==> config.mk <==
export PLATFORM = sky130hd
export DESIGN_NAME = hbrev_store_unit
export DESIGN_NICKNAME = d
export VERILOG_FILES = /design/src/rtl/hbrev_pkg.sv /design/src/rtl/hbrev_decode.sv /design/src/rtl/hbrev_wr_port.sv /design/src/rtl/hbrev_resv.sv /design/src/rtl/hbrev_store_unit.sv
export SDC_FILE = /design/constraint.sdc
export NUM_CORES = 1
export LEC_CHECK = 0
export BUFFER_PORTS_ARGS = -buffer_cell sky130_fd_sc_hd__buf_2
export CAP_MARGIN = 25
export CORE_AREA = 2 2 165 167
export CTS_CLUSTER_SIZE = 20
export DETAILED_ROUTE_END_ITERATION = 10
export DIE_AREA = 0 0 167 169
export PLACE_DENSITY_LB_ADDON = 0.12
export SLEW_MARGIN = 20
export SYNTH_ARGS = -nofsm -noshare
export SYNTH_HDL_FRONTEND = slang
export SYNTH_SLANG_ARGS = --single-unit
==> constraint.sdc <==
create_clock -name clk -period 10.4 [get_ports clk]
set_clock_uncertainty 0.05 [all_clocks]
set_input_delay 1.04 -clock clk [delete_from_list [all_inputs] [get_ports clk]]
set_output_delay 1.04 -clock clk [all_outputs]
set_load 0.005 [all_outputs]
==> src/rtl/hbrev_pkg.sv <==
package hbrev_pkg;

  localparam int unsigned ADDR_W   = 32;
  localparam int unsigned XLEN     = 64;
  localparam logic [5:0]  OPC_MAIN = 6'd31;
  localparam logic [9:0]  OPC_EXT  = 10'd918;

  typedef struct packed {
    logic [5:0] opcd;
    logic [4:0] src;
    logic [4:0] base;
    logic [4:0] idx;
    logic [9:0] ext;
    logic       rec;
  } insn_t;

  typedef struct packed {
    logic [7:0] hi;
    logic [7:0] lo;
  } lanes_t;

  // Record bit takes no part in recognition.
  function automatic logic is_target(insn_t w);
    logic unused_rec;
    unused_rec = w.rec;
    return (w.opcd == OPC_MAIN) && (w.ext == OPC_EXT);
  endfunction

  // Base field 0 selects literal zero; result truncated to the address width.
  function automatic logic [ADDR_W-1:0] eff_addr(logic [4:0] base_f,
                                                  logic [XLEN-1:0] base_v,
                                                  logic [XLEN-1:0] idx_v);
    logic [XLEN-1:0] b;
    logic [XLEN-1:0] s;
    b = (base_f == 5'd0) ? '0 : base_v;
    s = b + idx_v;
    return s[ADDR_W-1:0];
  endfunction

  // Only the low halfword of the source is used.
  function automatic lanes_t store_lanes(logic [XLEN-1:0] src_v);
    lanes_t l;
    l.lo = src_v[7:0];
    l.hi = src_v[15:8];
    return l;
  endfunction

endpackage

==> src/rtl/hbrev_decode.sv <==
module hbrev_decode
  import hbrev_pkg::*;
(
  input  logic [31:0] word,
  output logic [4:0]  src_f,
  output logic [4:0]  base_f,
  output logic [4:0]  idx_f,
  output logic        match
);
  insn_t w;
  always_comb begin
    w      = insn_t'(word);
    src_f  = w.src;
    base_f = w.base;
    idx_f  = w.idx;
    match  = is_target(w);
  end
endmodule

==> src/rtl/hbrev_wr_port.sv <==
module hbrev_wr_port #(
  parameter int unsigned AW = 32
) (
  input  logic          clk,
  input  logic          rst_n,
  input  logic          load,
  input  logic [AW-1:0] addr_in,
  input  logic [7:0]    lane0_in,
  input  logic [7:0]    lane1_in,
  input  logic          wready,
  output logic          wvalid,
  output logic [AW-1:0] waddr,
  output logic [7:0]    wlane0,
  output logic [7:0]    wlane1,
  output logic          fire
);
  assign fire = wvalid && wready;

  always_ff @(posedge clk) begin
    if (!rst_n) begin
      wvalid <= 1'b0;
      waddr  <= '0;
      wlane0 <= '0;
      wlane1 <= '0;
    end else if (load) begin
      wvalid <= 1'b1;
      waddr  <= addr_in;
      wlane0 <= lane0_in;
      wlane1 <= lane1_in;
    end else if (fire) begin
      wvalid <= 1'b0;
    end
  end
endmodule

==> src/rtl/hbrev_resv.sv <==
module hbrev_resv #(
  parameter int unsigned AW      = 32,
  parameter int unsigned GRAN_LG = 3
) (
  input  logic          clk,
  input  logic          rst_n,
  input  logic          enable,
  input  logic          set,
  input  logic [AW-1:0] set_addr,
  input  logic          probe,
  input  logic [AW-1:0] probe_addr,
  output logic          valid,
  output logic [AW-1:0] addr,
  output logic          hit_ev
);
  localparam int unsigned TAG_W = AW - GRAN_LG;

  logic [AW-1:0]    probe_next;
  logic [TAG_W-1:0] tag_res, tag_p0, tag_p1;

  always_comb begin
    probe_next = probe_addr + {{(AW-1){1'b0}}, 1'b1};
    tag_res    = addr[AW-1:GRAN_LG];
    tag_p0     = probe_addr[AW-1:GRAN_LG];
    tag_p1     = probe_next[AW-1:GRAN_LG];
    hit_ev     = enable && valid && probe && ((tag_p0 == tag_res) || (tag_p1 == tag_res));
  end

  always_ff @(posedge clk) begin
    if (!rst_n) begin
      valid <= 1'b0;
      addr  <= '0;
    end else if (hit_ev) begin
      valid <= 1'b0;
    end else if (enable && set) begin
      valid <= 1'b1;
      addr  <= set_addr;
    end
  end
endmodule

==> src/rtl/hbrev_store_unit.sv <==
module hbrev_store_unit
  import hbrev_pkg::*;
#(
  parameter int unsigned        PC_W     = 64,
  parameter logic [PC_W-1:0]    PC_RESET = '0,
  parameter int unsigned        GRAN_LG  = 3
) (
  input  logic              clk,
  input  logic              rst_n,
  input  logic              insn_valid,
  output logic              insn_ready,
  input  logic [31:0]       insn_word,
  output logic [4:0]        rf_idx_s,
  output logic [4:0]        rf_idx_a,
  output logic [4:0]        rf_idx_b,
  input  logic [XLEN-1:0]   rf_data_s,
  input  logic [XLEN-1:0]   rf_data_a,
  input  logic [XLEN-1:0]   rf_data_b,
  output logic              mem_wvalid,
  input  logic              mem_wready,
  output logic [ADDR_W-1:0] mem_waddr,
  output logic [7:0]        mem_wlane0,
  output logic [7:0]        mem_wlane1,
  output logic              illegal,
  output logic [PC_W-1:0]   pc,
  input  logic              resv_enable,
  input  logic              resv_set,
  input  logic [ADDR_W-1:0] resv_set_addr,
  output logic              resv_valid,
  output logic [ADDR_W-1:0] resv_addr
);
  localparam logic [PC_W-1:0] PC_STEP = PC_W'(4);

  // named internal events
  logic              accept_ev;
  logic              issue_ev;
  logic              reject_ev;
  logic              fire_ev;
  logic              resv_hit_ev;
  logic              dec_match;
  logic [ADDR_W-1:0] ea;
  lanes_t            lanes;

  hbrev_decode u_dec (
    .word   (insn_word),
    .src_f  (rf_idx_s),
    .base_f (rf_idx_a),
    .idx_f  (rf_idx_b),
    .match  (dec_match)
  );

  always_comb begin
    insn_ready = !mem_wvalid;
    accept_ev  = insn_valid && insn_ready;
    issue_ev   = accept_ev && dec_match;
    reject_ev  = accept_ev && !dec_match;
    ea         = eff_addr(rf_idx_a, rf_data_a, rf_data_b);
    lanes      = store_lanes(rf_data_s);
  end

  hbrev_wr_port #(.AW(ADDR_W)) u_wr (
    .clk      (clk),
    .rst_n    (rst_n),
    .load     (issue_ev),
    .addr_in  (ea),
    .lane0_in (lanes.lo),
    .lane1_in (lanes.hi),
    .wready   (mem_wready),
    .wvalid   (mem_wvalid),
    .waddr    (mem_waddr),
    .wlane0   (mem_wlane0),
    .wlane1   (mem_wlane1),
    .fire     (fire_ev)
  );

  hbrev_resv #(.AW(ADDR_W), .GRAN_LG(GRAN_LG)) u_resv (
    .clk        (clk),
    .rst_n      (rst_n),
    .enable     (resv_enable),
    .set        (resv_set),
    .set_addr   (resv_set_addr),
    .probe      (issue_ev),
    .probe_addr (ea),
    .valid      (resv_valid),
    .addr       (resv_addr),
    .hit_ev     (resv_hit_ev)
  );

  always_ff @(posedge clk) begin
    if (!rst_n) begin
      pc      <= PC_RESET;
      illegal <= 1'b0;
    end else begin
      illegal <= reject_ev;
      if (fire_ev) pc <= pc + PC_STEP;
    end
  end
endmodule

# After elaboration in Yosys (flattened, before gate mapping)
# Cells that the tools add are included.
[classes]
n_addsub = 3
n_eq_ne = 4
mux = 3
bitwise = 2
reduce_logical = 16
[ops]
columns = ["operator", "n"]
rows = [
  ["adder 64 x 3 -> 64 bit, second input constant", 1],
  ["equality test 29 bit", 2],
  ["adder 32 x 1 -> 32 bit, second input constant", 1],
  ["adder 32 bit", 1],
  ["2-to-1 mux 32 bit", 1],
  ["equality test 10 bit, second input constant", 1],
  ["logical AND 1 bit", 9],
  ["equality test 6 x 5 -> 1 bit, second input constant", 1],
  ["zero test 5 bit", 1],
  ["zero test 1 bit", 2],
  ["2-to-1 mux 1 bit", 2],
  ["NOT 1 bit", 2],
  ["AND reduction 2 bit", 1],
  ["nonzero test 2 bit", 1],
  ["OR reduction 2 bit", 1],
  ["logical OR 1 bit", 1],
]
[word_totals]
register_bits = 147
output_inout_bits = 163
elab_cells = 36

# Depth between registers and ports, before layout
[logic_depth]
depth_word = 9
depth_mapped = 20

# Modules after synthesis
# From an unflattened synthesis, not the netlist that was laid out.
[hier_totals]
hier_cells = 1097
area_unflattened_um2 = 9407.8
[by_module_without_submodules]
columns = ["mod", "n_inst", "cells_each", "area_per_inst_um2"]
rows = [
  ["hbrev_store_unit", 1, 596, 4805.9],
  ["hbrev_resv", 1, 322, 2572.5],
  ["hbrev_wr_port", 1, 159, 1866.8],
  ["hbrev_decode", 1, 20, 162.7],
]

# Worst setup path before layout
# Ideal clock, no wire load.
[synth_path]
kind = "input to register"
startpoint = "input insn_word[16]"
endpoint = "register u_resv.addr[10]"
setup_time_ns = 0.120
arrival_ns = 5.868
required_ns = 10.230
path_slack_ns = 4.363
stages = 19
path_buffers = 2
path_cell_list = "or4_1 > nor2_1 > clkbuf_1 > nor2b_1 > fa_1 > a211oi_1 > o21ai_1 > xnor2_1 > or4_4 > nor4_4 > nand4_1 > or2_1 > mux2_4 > a21oi_1 > nand4_1 > o31ai_4 > a31oi_4 > buf_6 > mux2i_1"
[synth_between]
elab_chain_len = 9
word_cells_on_any_way = 10
classes_between = "2 x add/sub; 2 x eq/ne; 1 x mux; 1 x bitwise; 4 x reduce/logical"
[synth_lines]
columns = ["element", "line_no", "text"]
rows = [
  ["start: declaration", "hbrev_store_unit.sv:12", "input logic [31:0] insn_word,"],
  ["zero test 5 bit *", "hbrev_pkg.sv:35", "b = (base_f == 5'd0) ? '0 : base_v;"],
  ["2-to-1 mux 32 bit *", "hbrev_pkg.sv:35", ""],
  ["adder 32 bit *", "hbrev_pkg.sv:36", "s = b + idx_v;"],
  ["adder 32 x 1 -> 32 bit", "hbrev_resv.sv:22", "probe_next = probe_addr + {{(AW-1){1'b0}}, 1'b1};"],
  ["equality test 29 bit", "hbrev_resv.sv:26", "hit_ev = enable && valid && probe && ((tag_p0 == tag_res) || (tag_p1 == tag_res));"],
  ["logical OR 1 bit *", "hbrev_resv.sv:26", ""],
  ["logical AND 1 bit *", "hbrev_resv.sv:26", ""],
  ["NOT 1 bit (no source line) *", "-", ""],
  ["AND reduction 2 bit (no source line) *", "-", ""],
  ["end signal: assignment", "hbrev_resv.sv:37", "addr <= set_addr;"],
  ["end: declaration", "hbrev_resv.sv:13", "output logic [AW-1:0] addr,"],
]
# Mark *: on every way between the ends. The rest lies on a longest branch, timed or not.
# A chain may end at the register's enable or synchronous reset.

# Worst setup path in the final report
[layout_path]
startpoint = "input insn_word[16]"
endpoint = "register u_resv.addr[6]"
# Same word-level chain as after synthesis.

==> results.cfg <==
[hold_path]
min_from = u_resv.addr[0]
hold_depth = 2
hold_class = register to register

[global_route]
track_usage = 0.191
gr-total-overflow = 0
first_global_vias = 8265
grt_max_degree = 90
grt_pass1_wl_mm = 43.7
antenna_found_initial = 0

[clocking]
cts-root-buf = clkbuf_16
cts_setup_buffers = 0
cts_resized = 0
cts_hold_buf = 0
cts_sinks = 145
cts_buffer_depth = 2
clk_latency_ns = 0.42
cts_made_buffers = 17
cts_tree = done
cts-htree-levels = 4
clk_pin_slew_ns = 0.07

[cells_and_area]
diodes = 0
finish.utilization = 0.442
drive_gt1_frac = 0.240
area_growth_pct = 22.8
layout.nets = 1734
fillers = 2804

[power_and_ir_drop]
pwr_density_cell_nw_per_um2 = 131
clockPowerShare = 0.395
seq_power_share = 0.372
pwr-share-comb = 0.232
vdd_drop_max_mv = 0.0872
swShare = 0.319
p_leak_nw = 5.11
fin_total_pwr_w = 0.00153
internal-power_w = 0.00104
power.switching_w = 0.000489

[logic_synthesis]
synthTopCellsByArea = dfxtp_1 (30%), nand2_1 (8.9%), xnor2_1 (7.3%), and2_1 (5.3%), ha_1 (4.2%)
yosys.area.top_type_share = 0.304
post-synth-top-count-cell = nand2_1
synthArstFlopShare = 0
synth_top_cell_by_area = dfxtp_1
synth_edf_count = 0
synth_area_per_cell_um2 = 8.02
synth.ff_latch_count = 145
netlist_area_um2 = 9540
ys_seq_area_frac = 0.304
yosysWarnings = 0
syn_inst = 1189
synth_cell_types = 82
netlist_top_cells_count = nand2_1 (227), dfxtp_1 (145), and2_1 (81)
synthFlopType = dfxtp_1

[placement]
portBuffers = 289
dp_hpwl_mm = 21.6
pre_cts_ws_ns = 2.76
place_congestion = 0.830

[timing]
hold_viol_final = 0
slew_headroom = 0.336
rsz0062_at_grt = false
slew_violations = 0
tns_ns = 0
worst_pin_slew_ns = 0.996
setup_violations = 0
finalCritPeriodShare = 0.688
fin_crit_ns = 7.16
max_freq_mhz = 140
setup_ws_ns = 3.24

[floorplanning]
ios = 425
initial_core_util = 0.360
core.rowCount = 60
core_um2 = 26500
die_height_um = 169
die_x_um = 167
dieArea_um2 = 28200

[critical_path]
crit_slowest_cell = nor4_1
critPathLaunchType = primary input
worstPathArrival_ns = 7.45
cp-end-kind = register
worstPathMaxFanout = 31
worstReg2RegStart = pc[13]
slowest_delay_ns = 0.69
worstSetupPathType = primary input to register
path_cells = buf_2 > or4_1 > nor2_2 > buf_4 > nor2b_1 > ha_1 > fa_1 > a211oi_1 > o211ai_1 > a211oi_1 > o21ai_1 > xor2_1 > nand4b_1 > nor4_1 > a21o_1 > nand3_1 > o22ai_2 > o31ai_4 > a31oi_4 > buf_4 > mux2i_1
reg2reg_depth = 9
worstSetupEndpoint = u_resv.addr[6]
worstPathRequired_ns = 10.70
ff2ff_setup_slack_ns = 7.12
setup.worst_path.start = insn_word[16]
r2r-end = pc[49]

[route]
wl_mm = 27.6
drc = 0
antenna_left = 0
dr.pass1.iters = 5
vias = 8998
drtIter0Drc = 356
detail_route.wl_per_cell_um = 15.4
via_per_inst = 5.02

[status]
status = complete, no violations

[run]
max_cap_viol_count = 0
power by group through the flow:
| stage | registers, W | logic (W) | clock network [W] |
|---|---|---|---|
| 3_3_place_gp | 0.000584 | 0.000352 | 0 |
| 4_1_cts | 0.000571 | 0.000357 | 0.000624 |
| 5_1_grt | 0.000572 | 0.000396 | 0.000650 |
| 6_report | 0.000571 | 0.000356 | 0.000606 |
| 3_5_place_dp | 0.000584 | 0.000355 | 0 |
| 2_1_floorplan | 0.000581 | 0.000258 | 0 |
cells in the final DEF, fill, tap and decap left out, types with 35 or more instances in the layout:
cell        n
buf_2     288
dfxtp_1   145
a21oi_1    43
a21boi_0   46
o21ai_0    35
mux2i_1    38
nand2_1   227
and2_1     81
nand4_1    36
xnor2_1    79
sequential cells by signal, summed over array words and instances, names as in the netlist:
signal and count:
u_resv.valid 1, u_wr.wlane0 8, u_resv.addr 32, u_wr.waddr 32, illegal 1, u_wr.wlane1 8, pc 62, u_wr.wvalid 1
worst max-delay path, delay by kind of cell:
family	cells	cell delay, ns
fa+ha+maj	2	0.65
xor+xnor	1	0.59
mux	1	0.25
simple gates	6	1.92
buf+inv	3	0.94
compound gates	8	2.02
stage by stage:
stage	cells	hold WS [ns]	instance area, µm²
2_1_floorplan	1190	0.401	9550
3_3_place_gp	1760	0.389	11100
3_5_place_dp	1760	0.404	11100
4_1_cts	1792	0.413	11700
5_1_grt	1793	0.431	11700
6_report	1793	0.405	11700
final cells by class:
type / count / area, µm² / area share
Inverter: 20 / 75.1 / 0.00641
Timing Repair Buffer: 295 / 1490 / 0.127
Clock inverter: 14 / 144 / 0.0123
Tap cell: 341 / 427 / 0.0364
Sequential cell: 145 / 2900 / 0.248
Clock buffer: 18 / 429 / 0.0366
Multi-Input combinational cell: 960 / 6240 / 0.533
cells by family after synthesis:
kind of cell	Yosys count	share of synthesized area
buffers and inverters	85	0.0427
adders and majority gates	33	0.0441
muxes	41	0.0438
xor gates and xnor gates	112	0.106
and+or+nand+nor	562	0.305
DFF	145	0.304
other	1	0.000393
AOI/OAI and AO/OA	210	0.154
how the worst min path moves through the flow:
| stage | end | slack, ns |
|---|---|---|
| after floorplan | u_resv.addr[0] | 0.40 |
| after global placement | u_resv.addr[0] | 0.39 |
| after detailed placement | u_resv.addr[1] | 0.40 |
| after CTS | u_resv.addr[0] | 0.41 |
| after global routing | u_wr.wlane1[6] | 0.43 |
| final | u_resv.addr[0] | 0.41 |
layer usage:
| metal | GRT usage | up-vias | wire [µm] |
|---|---|---|---|
| li1 | - | 4673 | - |
| met1 | 0.251 | 4080 | 13000 |
| met2 | 0.320 | 236 | 12800 |
| met3 | 0.0482 | 9 | 1740 |
| met4 | 0.0330 | 0 | 110 |
| met5 | 0 | - | 0 |
Power figures use the tool's default switching activity.
